<file path="config.mk">
export PLATFORM = sky130hd
export DESIGN_NAME = spi_bank_addr_ext
export DESIGN_NICKNAME = d
export VERILOG_FILES = /design/src/rtl/spi_bank_pkg.sv /design/src/rtl/spi_bank_decode.sv /design/src/rtl/spi_bank_reg.sv /design/src/rtl/spi_bank_addr.sv /design/src/rtl/spi_bank_addr_ext.sv
export SDC_FILE = /design/constraint.sdc
export NUM_CORES = 1
export LEC_CHECK = 0
export BUFFER_PORTS_ARGS = -buffer_cell sky130_fd_sc_hd__buf_4
export CAP_MARGIN = 10
export CORE_UTILIZATION = 49
export DETAILED_ROUTE_END_ITERATION = 12
export GPL_ROUTABILITY_DRIVEN = 0
export GPL_TIMING_DRIVEN = 0
export PLACE_DENSITY_LB_ADDON = 0.05
export SLEW_MARGIN = 20
export SYNTH_ARGS = -nofsm -noshare
export SYNTH_HDL_FRONTEND = slang
export SYNTH_SLANG_ARGS = --single-unit
</file>
<file path="constraint.sdc">
create_clock -name clk -period 2.3 [get_ports clk]
set_input_delay 0.46 -clock clk [delete_from_list [all_inputs] [get_ports clk]]
set_output_delay 0.46 -clock clk [all_outputs]
set_load 0.03 [all_outputs]
</file>
<file path="src/rtl/spi_bank_pkg.sv">
package spi_bank_pkg;

  localparam logic [7:0] OP_BANK_RD = 8'h16;
  localparam logic [7:0] OP_BANK_WR = 8'h17;
  localparam logic [7:0] OP_PREFIX  = 8'hB9;
  localparam logic [7:0] OP_REG_WR  = 8'h01;

  typedef enum logic [1:0] {
    WK_NONE,
    WK_BANK,
    WK_STAT
  } wr_kind_e;

  typedef enum logic [1:0] {
    AC_NONE,
    AC_STD,
    AC_WIDE
  } addr_cls_e;

  // Address class of an opcode: standard 3-or-4 byte, always 4 byte, or none.
  function automatic addr_cls_e classify(input logic [7:0] op);
    addr_cls_e c;
    case (op)
      8'h03, 8'h0B, 8'h3B, 8'h6B, 8'hBB, 8'hEB,
      8'h02, 8'h32, 8'hD8, 8'h20, 8'h0D, 8'hBD, 8'hED: c = AC_STD;
      8'h13, 8'h0C, 8'h3C, 8'h6C, 8'hBC, 8'hEC,
      8'h0E, 8'hBE, 8'hEE, 8'h12, 8'h34, 8'h21, 8'hDC: c = AC_WIDE;
      default: c = AC_NONE;
    endcase
    return c;
  endfunction

endpackage

</file>
<file path="src/rtl/spi_bank_decode.sv">
module spi_bank_decode
  import spi_bank_pkg::*;
(
  input  logic      clk,
  input  logic      rst_n,
  input  logic      cs_n,
  input  logic      op_valid,
  input  logic [7:0] op_code,
  input  logic      data_valid,
  output addr_cls_e acls,
  output logic      bank_we,
  output logic      stat_pulse
);

  wr_kind_e  kind_q, kind_d;
  addr_cls_e acls_q, acls_d;
  logic      arm_q, arm_d;
  logic      fop_q, fop_d;
  logic      cs_q;
  logic      stat_q;
  logic      data_ok;
  logic      stat_we;

  assign data_ok = data_valid && !cs_n && !op_valid;
  assign bank_we = data_ok && (kind_q == WK_BANK);
  assign stat_we = data_ok && (kind_q == WK_STAT);

  always_comb begin
    kind_d = kind_q;
    acls_d = acls_q;
    arm_d  = arm_q;
    fop_d  = fop_q;
    if (cs_n) begin
      kind_d = WK_NONE;
      acls_d = AC_NONE;
      fop_d  = 1'b0;
      // a frame that closes with no opcode drops the redirect
      if (!cs_q && !fop_q) arm_d = 1'b0;
    end else if (op_valid) begin
      fop_d  = 1'b1;
      acls_d = classify(op_code);
      kind_d = WK_NONE;
      if (op_code == OP_PREFIX) begin
        arm_d = 1'b1;
      end else begin
        arm_d = 1'b0;
        if (op_code == OP_BANK_WR || (op_code == OP_REG_WR && arm_q))
          kind_d = WK_BANK;
        else if (op_code == OP_REG_WR)
          kind_d = WK_STAT;
      end
    end else if (data_valid) begin
      kind_d = WK_NONE;
    end
  end

  always_ff @(posedge clk or negedge rst_n) begin
    if (!rst_n) begin
      kind_q <= WK_NONE;
      acls_q <= AC_NONE;
      arm_q  <= 1'b0;
      fop_q  <= 1'b0;
      cs_q   <= 1'b1;
      stat_q <= 1'b0;
    end else begin
      kind_q <= kind_d;
      acls_q <= acls_d;
      arm_q  <= arm_d;
      fop_q  <= fop_d;
      cs_q   <= cs_n;
      stat_q <= stat_we;
    end
  end

  assign acls       = acls_q;
  assign stat_pulse = stat_q;

endmodule

</file>
<file path="src/rtl/spi_bank_reg.sv">
module spi_bank_reg #(
  parameter int DENSITY_MBIT = 512
) (
  input  logic       clk,
  input  logic       rst_n,
  input  logic       we,
  input  logic [7:0] wdata,
  output logic [7:0] bank_q,
  output logic       ext_en,
  output logic [1:0] ba
);

  localparam logic HAS_BA24 = (DENSITY_MBIT >= 256);
  localparam logic HAS_BA25 = (DENSITY_MBIT >= 512);
  localparam logic [7:0] WR_MASK = {1'b1, 5'b00000, HAS_BA25, HAS_BA24};

  logic [7:0] bank_d;

  always_comb begin
    bank_d = bank_q;
    if (we) bank_d = wdata & WR_MASK;
  end

  always_ff @(posedge clk or negedge rst_n) begin
    if (!rst_n) bank_q <= 8'h00;
    else        bank_q <= bank_d;
  end

  assign ext_en = bank_q[7];
  assign ba     = bank_q[1:0];

endmodule

</file>
<file path="src/rtl/spi_bank_addr.sv">
module spi_bank_addr
  import spi_bank_pkg::*;
#(
  parameter int DENSITY_MBIT = 512
) (
  input  logic        clk,
  input  logic        rst_n,
  input  addr_cls_e   acls,
  input  logic        ext_en,
  input  logic [1:0]  ba,
  input  logic        addr_valid,
  input  logic [25:0] addr_in,
  output logic [2:0]  addr_len,
  output logic [25:0] array_addr
);

  localparam int ARR_BITS = (DENSITY_MBIT >= 512) ? 26 :
                            (DENSITY_MBIT >= 256) ? 25 : 24;
  localparam logic [25:0] ARR_MASK = 26'((64'd1 << ARR_BITS) - 64'd1);

  logic        wide;
  logic [25:0] raw;
  logic [25:0] addr_q, addr_d;

  assign wide = (acls == AC_WIDE) || (acls == AC_STD && ext_en);

  always_comb begin
    case (acls)
      AC_WIDE: addr_len = 3'd4;
      AC_STD:  addr_len = ext_en ? 3'd4 : 3'd3;
      default: addr_len = 3'd0;
    endcase
  end

  always_comb begin
    raw    = wide ? addr_in : {ba, addr_in[23:0]};
    addr_d = addr_q;
    if (addr_valid) addr_d = raw & ARR_MASK;
  end

  always_ff @(posedge clk or negedge rst_n) begin
    if (!rst_n) addr_q <= '0;
    else        addr_q <= addr_d;
  end

  assign array_addr = addr_q;

endmodule

</file>
<file path="src/rtl/spi_bank_addr_ext.sv">
module spi_bank_addr_ext
  import spi_bank_pkg::*;
#(
  parameter int DENSITY_MBIT = 512
) (
  input  logic        clk,
  input  logic        rst_n,
  input  logic        cs_n,
  input  logic        op_valid,
  input  logic [7:0]  op_code,
  input  logic        data_valid,
  input  logic [7:0]  data_byte,
  input  logic        addr_valid,
  input  logic [25:0] addr_in,
  output logic [2:0]  addr_len,
  output logic [25:0] array_addr,
  output logic [7:0]  bank_rd,
  output logic        sr1_wr
);

  addr_cls_e  acls;
  logic       bank_we;
  logic       ext_en;
  logic [1:0] ba;

  spi_bank_decode u_dec (
    .clk        (clk),
    .rst_n      (rst_n),
    .cs_n       (cs_n),
    .op_valid   (op_valid),
    .op_code    (op_code),
    .data_valid (data_valid),
    .acls       (acls),
    .bank_we    (bank_we),
    .stat_pulse (sr1_wr)
  );

  spi_bank_reg #(.DENSITY_MBIT(DENSITY_MBIT)) u_reg (
    .clk    (clk),
    .rst_n  (rst_n),
    .we     (bank_we),
    .wdata  (data_byte),
    .bank_q (bank_rd),
    .ext_en (ext_en),
    .ba     (ba)
  );

  spi_bank_addr #(.DENSITY_MBIT(DENSITY_MBIT)) u_addr (
    .clk        (clk),
    .rst_n      (rst_n),
    .acls       (acls),
    .ext_en     (ext_en),
    .ba         (ba),
    .addr_valid (addr_valid),
    .addr_in    (addr_in),
    .addr_len   (addr_len),
    .array_addr (array_addr)
  );

endmodule

</file>
# --- After elaboration in Yosys (flattened, before gate mapping) ---
# Index checks and enable logic that the tools add are counted.
classes:
  eq_ne: 34
  muxes: 18
  n_reduce_logical: 18
op_table:
  columns: ["cell", "count"]
  rows:
  - ["$eq 8x8->1 const B", 11]
  - ["$eq 8x6->1 const B", 6]
  - ["$eq 8x4->1 const B", 4]
  - ["$mux 26", 1]
  - ["$reduce_or 13->1", 2]
  - ["$eq 8x5->1 const B", 3]
  - ["$eq 8x2->1 const B", 2]
  - ["$eq 8x7->1 const B", 2]
  - ["$mux 2", 8]
  - ["$eq 8x1->1 const B", 1]
  - ["$logic_and 1x1->1", 7]
  - ["$mux 1", 6]
  - ["$pmux 3 s2", 1]
  - ["$eq 2x1->1 const B", 2]
  - ["$eq 2x2->1 const B", 2]
  - ["$logic_not 1->1", 4]
  - ["$pmux 2 s2", 1]
  - ["$mux 3", 1]
  - ["$reduce_bool 3->1", 1]
  - ["$logic_or 1x1->1", 2]
  - ["$ne 2x1->1 const B", 1]
  - ["$reduce_and 2->1", 1]
  - ["$reduce_bool 2->1", 1]
word_totals:
  register_bits: 37
  in_bits: 48
  out_inout_bits: 38

# --- Longest topological paths before layout ---
depth:
  depth_word: 7
  depth_mapped: 5
  mapped_depth_nobuf: 5

# --- Modules after synthesis ---
# From an unflattened synthesis, not the netlist that was laid out.
unflattened:
  cells_unflattened: 162
  hier_area_um2: 2000.7
by_module_without_submodules:
  columns: ["module", "n_inst", "cells_per_inst", "area_each_um2"]
  rows:
  - ["spi_bank_addr", 1, 67, 1119.8]
  - ["spi_bank_decode", 1, 80, 708.2]
  - ["spi_bank_reg", 1, 15, 172.7]

# --- Worst setup path after synthesis ---
# OpenSTA, ideal clock, no wires.
synth_timing:
  kind: "input -> register"
  from: "input port op_code[5]"
  to: "register u_dec.acls_q[0], in the netlist u_dec.acls[0]"
  setup_ns: 0.096
  arrival_time_ns: 1.808
  required_time_ns: 2.204
  setup_slack_ns: 0.397
  stages: 5
  cell_sequence: "buf_6 > or4_1 > o31a_1 > or3_1 > a311oi_2"
synth_between:
  elab_chain_len: 5
  word_cells_on_any_way: 31
  classes_between: "eq/ne (26); mux (3); reduce/logical (2)"
synth_lines:
  columns: ["item", "line", "source"]
  rows:
  - ["from (decl)", "spi_bank_addr_ext.sv:10", "input logic [7:0] op_code,"]
  - ["$eq 8x5->1, or another cell as far along", "spi_bank_pkg.sv:23", "case (op)"]
  - ["$reduce_or 13->1", "spi_bank_pkg.sv:23", null]
  - ["$pmux 2 s2 *", "spi_bank_pkg.sv:23", null]
  - ["$mux 2 *", "spi_bank_decode.sv:39", "end else if (op_valid) begin"]
  - ["$mux 2 *", "spi_bank_decode.sv:33", "if (cs_n) begin"]
  - ["to (signal assigned)", "spi_bank_decode.sv:67", "acls_q <= acls_d;"]
  - ["to (decl)", "spi_bank_decode.sv:16", "addr_cls_e acls_q, acls_d;"]
# Mark *: on every way between the ends. The rest lies on a longest branch, timed or not. The select of a mux whose other input is x is not followed.
# A chain may end at the register's enable or synchronous reset.

# --- Worst setup path in the final report ---
layout_timing:
  from: "register u_dec.acls_q[0], in the netlist u_dec.acls[0]"
  to: "output port addr_len[2]"
layout_between:
  elab_chain_len: 2
  word_cells_on_any_way: 3
  classes_between: "eq/ne (2); mux (1)"
layout_lines:
  columns: ["item", "line", "source"]
  rows:
  - ["$eq 2x1->1 / $eq 2x2->1 (equally long branches)", "spi_bank_addr.sv:28", "case (acls)"]
  - ["$pmux 3 s2 *", "spi_bank_addr.sv:28", null]
  - ["to (decl)", "spi_bank_addr_ext.sv:15", "output logic [2:0] addr_len,"]
# Mark *: on every way between the ends. The rest lies on a longest branch, timed or not.

==> summary.txt <==
Run status
  • Outcome: complete, no violations

Worst setup path
  • Crit path arrival time: 1.53 ns
  • Worst setup SP type: flop
  • FF-to-FF path depth: 4
  • Critical R2R Launch: u_dec.acls[0]$_DFFE_PN0P_
  • Critical Path Sink Type: output pin
  • Critical R2R Capture: u_addr.array_addr[24]$_DFFE_PN0P_
  • Crit path max fanout: 3
  • Worst reg-to-reg setup slack: 0.89 ns
  • Worst path required time: 1.84 ns
  • Critical path class: flop to output pin

Placed design
  • Port bufs: 69
  • Placed Area: 2380 sq um
  • HPWL after DPL: 2860 um
  • Post-Place Worst Slack: 0.296 ns

Synth
  • Synth top area cells: dfrtp_1, mux2_2, buf_4, nor2_1, clkbuf_1
  • Mapped Cells: 150
  • Commonest cells in the netlist: dfrtp_1, mux2_2, nor2_1
  • Ys async rst share: 100%
  • Register bit count reported by yosys: 37
  • Most common cell in the netlist: dfrtp_1
  • Synth Flop Type: dfrtp_1
  • Seq/Total Area, Yosys: 51.8%
  • Netlist cell types: 40
  • Number of synthesized flops with an enable pin: 0
  • Synth top area share: 50.3%
  • Synth Cell Area: 1790 sq um
  • Cell accounting for the most synthesized area: dfrtp_1
  • Syn Area/Cell: 11.9 sq um
  • Warnings, synthesis: 0

Clock network
  • Num CTS Buffers: 5
  • CTS Sinks: 37
  • Clock tree buffer depth: 2
  • Clock-pin slew on the worst setup and hold paths: 0.11 ns
  • Clock Latency Late Sink: 0.33 ns
  • Postcts setup bufs: 0
  • CTS resizes: 0
  • Clock root buffer master: clkbuf_4
  • Cts hold-fix bufs: 0
  • H-tree depth: 2
  • CTS tree: built

Detailed routing
  • Via count: 1436
  • TritonRoute pass-1 iters: 4
  • Via density: 5.18
  • Post-route DRC: 0
  • Final ANT Viol Nets: 0
  • Iteration-0 DRC Markers: 46
  • Final wirelength: 3770 um
  • DR WL/cell: 13.6 um

Power
  • Leakage: 0.00115 uW
  • Worst vdd ir: 0.000393 V
  • Pwr dens: 586 nW/um^2
  • Power Total: 1420 uW

Finish
  • Finished Cell Area: 2430 sq um
  • Area grow syn2layout: 35.9%
  • Nets@finish: 280
  • Storage cell area: 927 sq um
  • Filler cells: 253
  • Core Util, Final: 71.2%
  • Combined area of the multi-input logic cells: 764 sq um
  • ANT cells: 0
  • Layout cell share with drive strength beyond 1: 50.2%

Floorplanning
  • Die H: 62.4 um
  • Row cnt: 21
  • Die Span X: 62.4 um
  • Initial Utilization: 52.4%
  • Core Area: 3420 sq um
  • Die area: 3900 sq um
  • I/O pin count: 86

Flow run
  • Total of max-cap violations: 0

Timing
  • Setup-failing EPs final: 0
  • Part of the cycle the worst path needs: 86.4%
  • Sum of negative setup slack: 0 ns
  • Post-layout minimum cycle time: 1.99 ns
  • Max Slew Vio Count: 0
  • Final WS setup: 0.312 ns
  • Worst slew pin tran: 0.553 ns
  • Slew HR: 62.8%
  • Max Clock Skew: 0.00628 ns
  • Max Fclk: 503 MHz
  • Endpoints failing hold: 0
  • RSZ-0062 raised after global routing: false

Global routing
  • All-Layer GR Usage: 20.2%
  • First-pass GRT wire length: 6150 um
  • Largest net degree at the start of global routing: 38
  • Initial antenna violation count: 0
  • GRT overflow: 0
  • Vias in the first global route: 1420

Min path
  • Hold WC Path Type: input pin to async pin
==> critical path, stage by stage, from the launching register on <==
cell and delay [ns]:
dfrtp_1 0.42, ha_1 0.22, a21oi_1 0.31, nor2_1 0.07
buf_4 0.18
==> stage by stage <==
step	hold slack [ns]	cells
after floorplan	0.164	154
after global placement	0.432	269
after detailed placement	0.441	269
after CTS	0.0612	277
after global routing	0.0757	277
final	0.0691	277
==> report_power, final <==
group          switching (uW)  internal [uW]  total (uW)
clock                     195            116         312
combinational             212            171         383
sequential               26.9            702         729
==> layout make-up <==
type | instances | area share, %
Buffer | 17 | 4.01
Clock buffer | 6 | 1.70
Timing Repair Buffer | 69 | 21.3
Multi-Input combinational cell | 96 | 31.4
Tap cell | 46 | 2.37
Clock inverter | 2 | 0.412
Inverter | 4 | 0.618
Sequential cell | 37 | 38.1
==> sequential cells by signal, summed over array words and instances (netlist names) <==
name	flops
u_dec.fop_q	1
u_reg.bank_q	3
u_addr.array_addr	26
u_dec.stat_pulse	1
u_dec.acls	2
u_dec.arm_q	1
u_dec.kind_q	2
u_dec.cs_q	1
==> routing by layer <==
| metal | vias up | wire length [um] | global-route usage (%) |
|---|---|---|---|
| met4 | 0 | 48 | 7.85 |
| li1 | 686 | - | - |
| met5 | - | 0 | 0 |
| met2 | 85 | 1880 | 33.8 |
| met3 | 6 | 315 | 6.20 |
| met1 | 659 | 1530 | 24.4 |
==> worst max path at each step <==
| stage | start | endpoint | slack [ns] | cells past startpoint |
|---|---|---|---|---|
| finish | u_dec.acls[0]$_DFFE_PN0P_ | addr_len[2] | 0.31 | 4 |
| global route | u_dec.acls[1]$_DFFE_PN0P_ | addr_len[2] | 0.24 | 5 |
| CTS | u_dec.acls[0]$_DFFE_PN0P_ | addr_len[2] | 0.29 | 4 |
| detailed placement | op_code[2] | u_dec.acls[0]$_DFFE_PN0P_ | 0.30 | 4 |
| global placement | op_code[2] | u_dec.acls[0]$_DFFE_PN0P_ | 0.29 | 4 |
| floorplan | op_code[5] | u_dec.acls[0]$_DFFE_PN0P_ | 0.40 | 5 |
==> cell families after synthesis <==
logic type | share of synthesized area, %
xor gates and xnor gates | 0.979
buffers and inverters | 6.29
other | 0.210
adders and majority gates | 1.40
and+or+nand+nor | 13.8
DFF | 51.8
muxes | 18.1
AOI/OAI and AO/OA | 7.34
==> cell usage in the layout (no fill, tap or decap), types with 2 or more instances in the layout <==
cell type / synthesis / final
buf_4: 7 / 76
dfrtp_1: 36 / 36
mux2_2: 27 / 27
nor2_1: 10 / 10
clkbuf_1: 9 / 10
a21oi_1: 6 / 6
conb_1: 1 / 5
clkbuf_4: 0 / 5
inv_1: 4 / 4
nor3_1: 4 / 4
nand4b_1: 3 / 3
or3_1: 3 / 3
nor3b_1: 3 / 3
o21ai_0: 3 / 3
nor2b_1: 2 / 2
mux2i_1: 2 / 2
xnor2_1: 2 / 2
o311a_1: 2 / 2
nand2_1: 2 / 2
a311oi_1: 2 / 2
ha_1: 2 / 2
clkinv_2: 0 / 2
(Power assumes the default switching activity.)
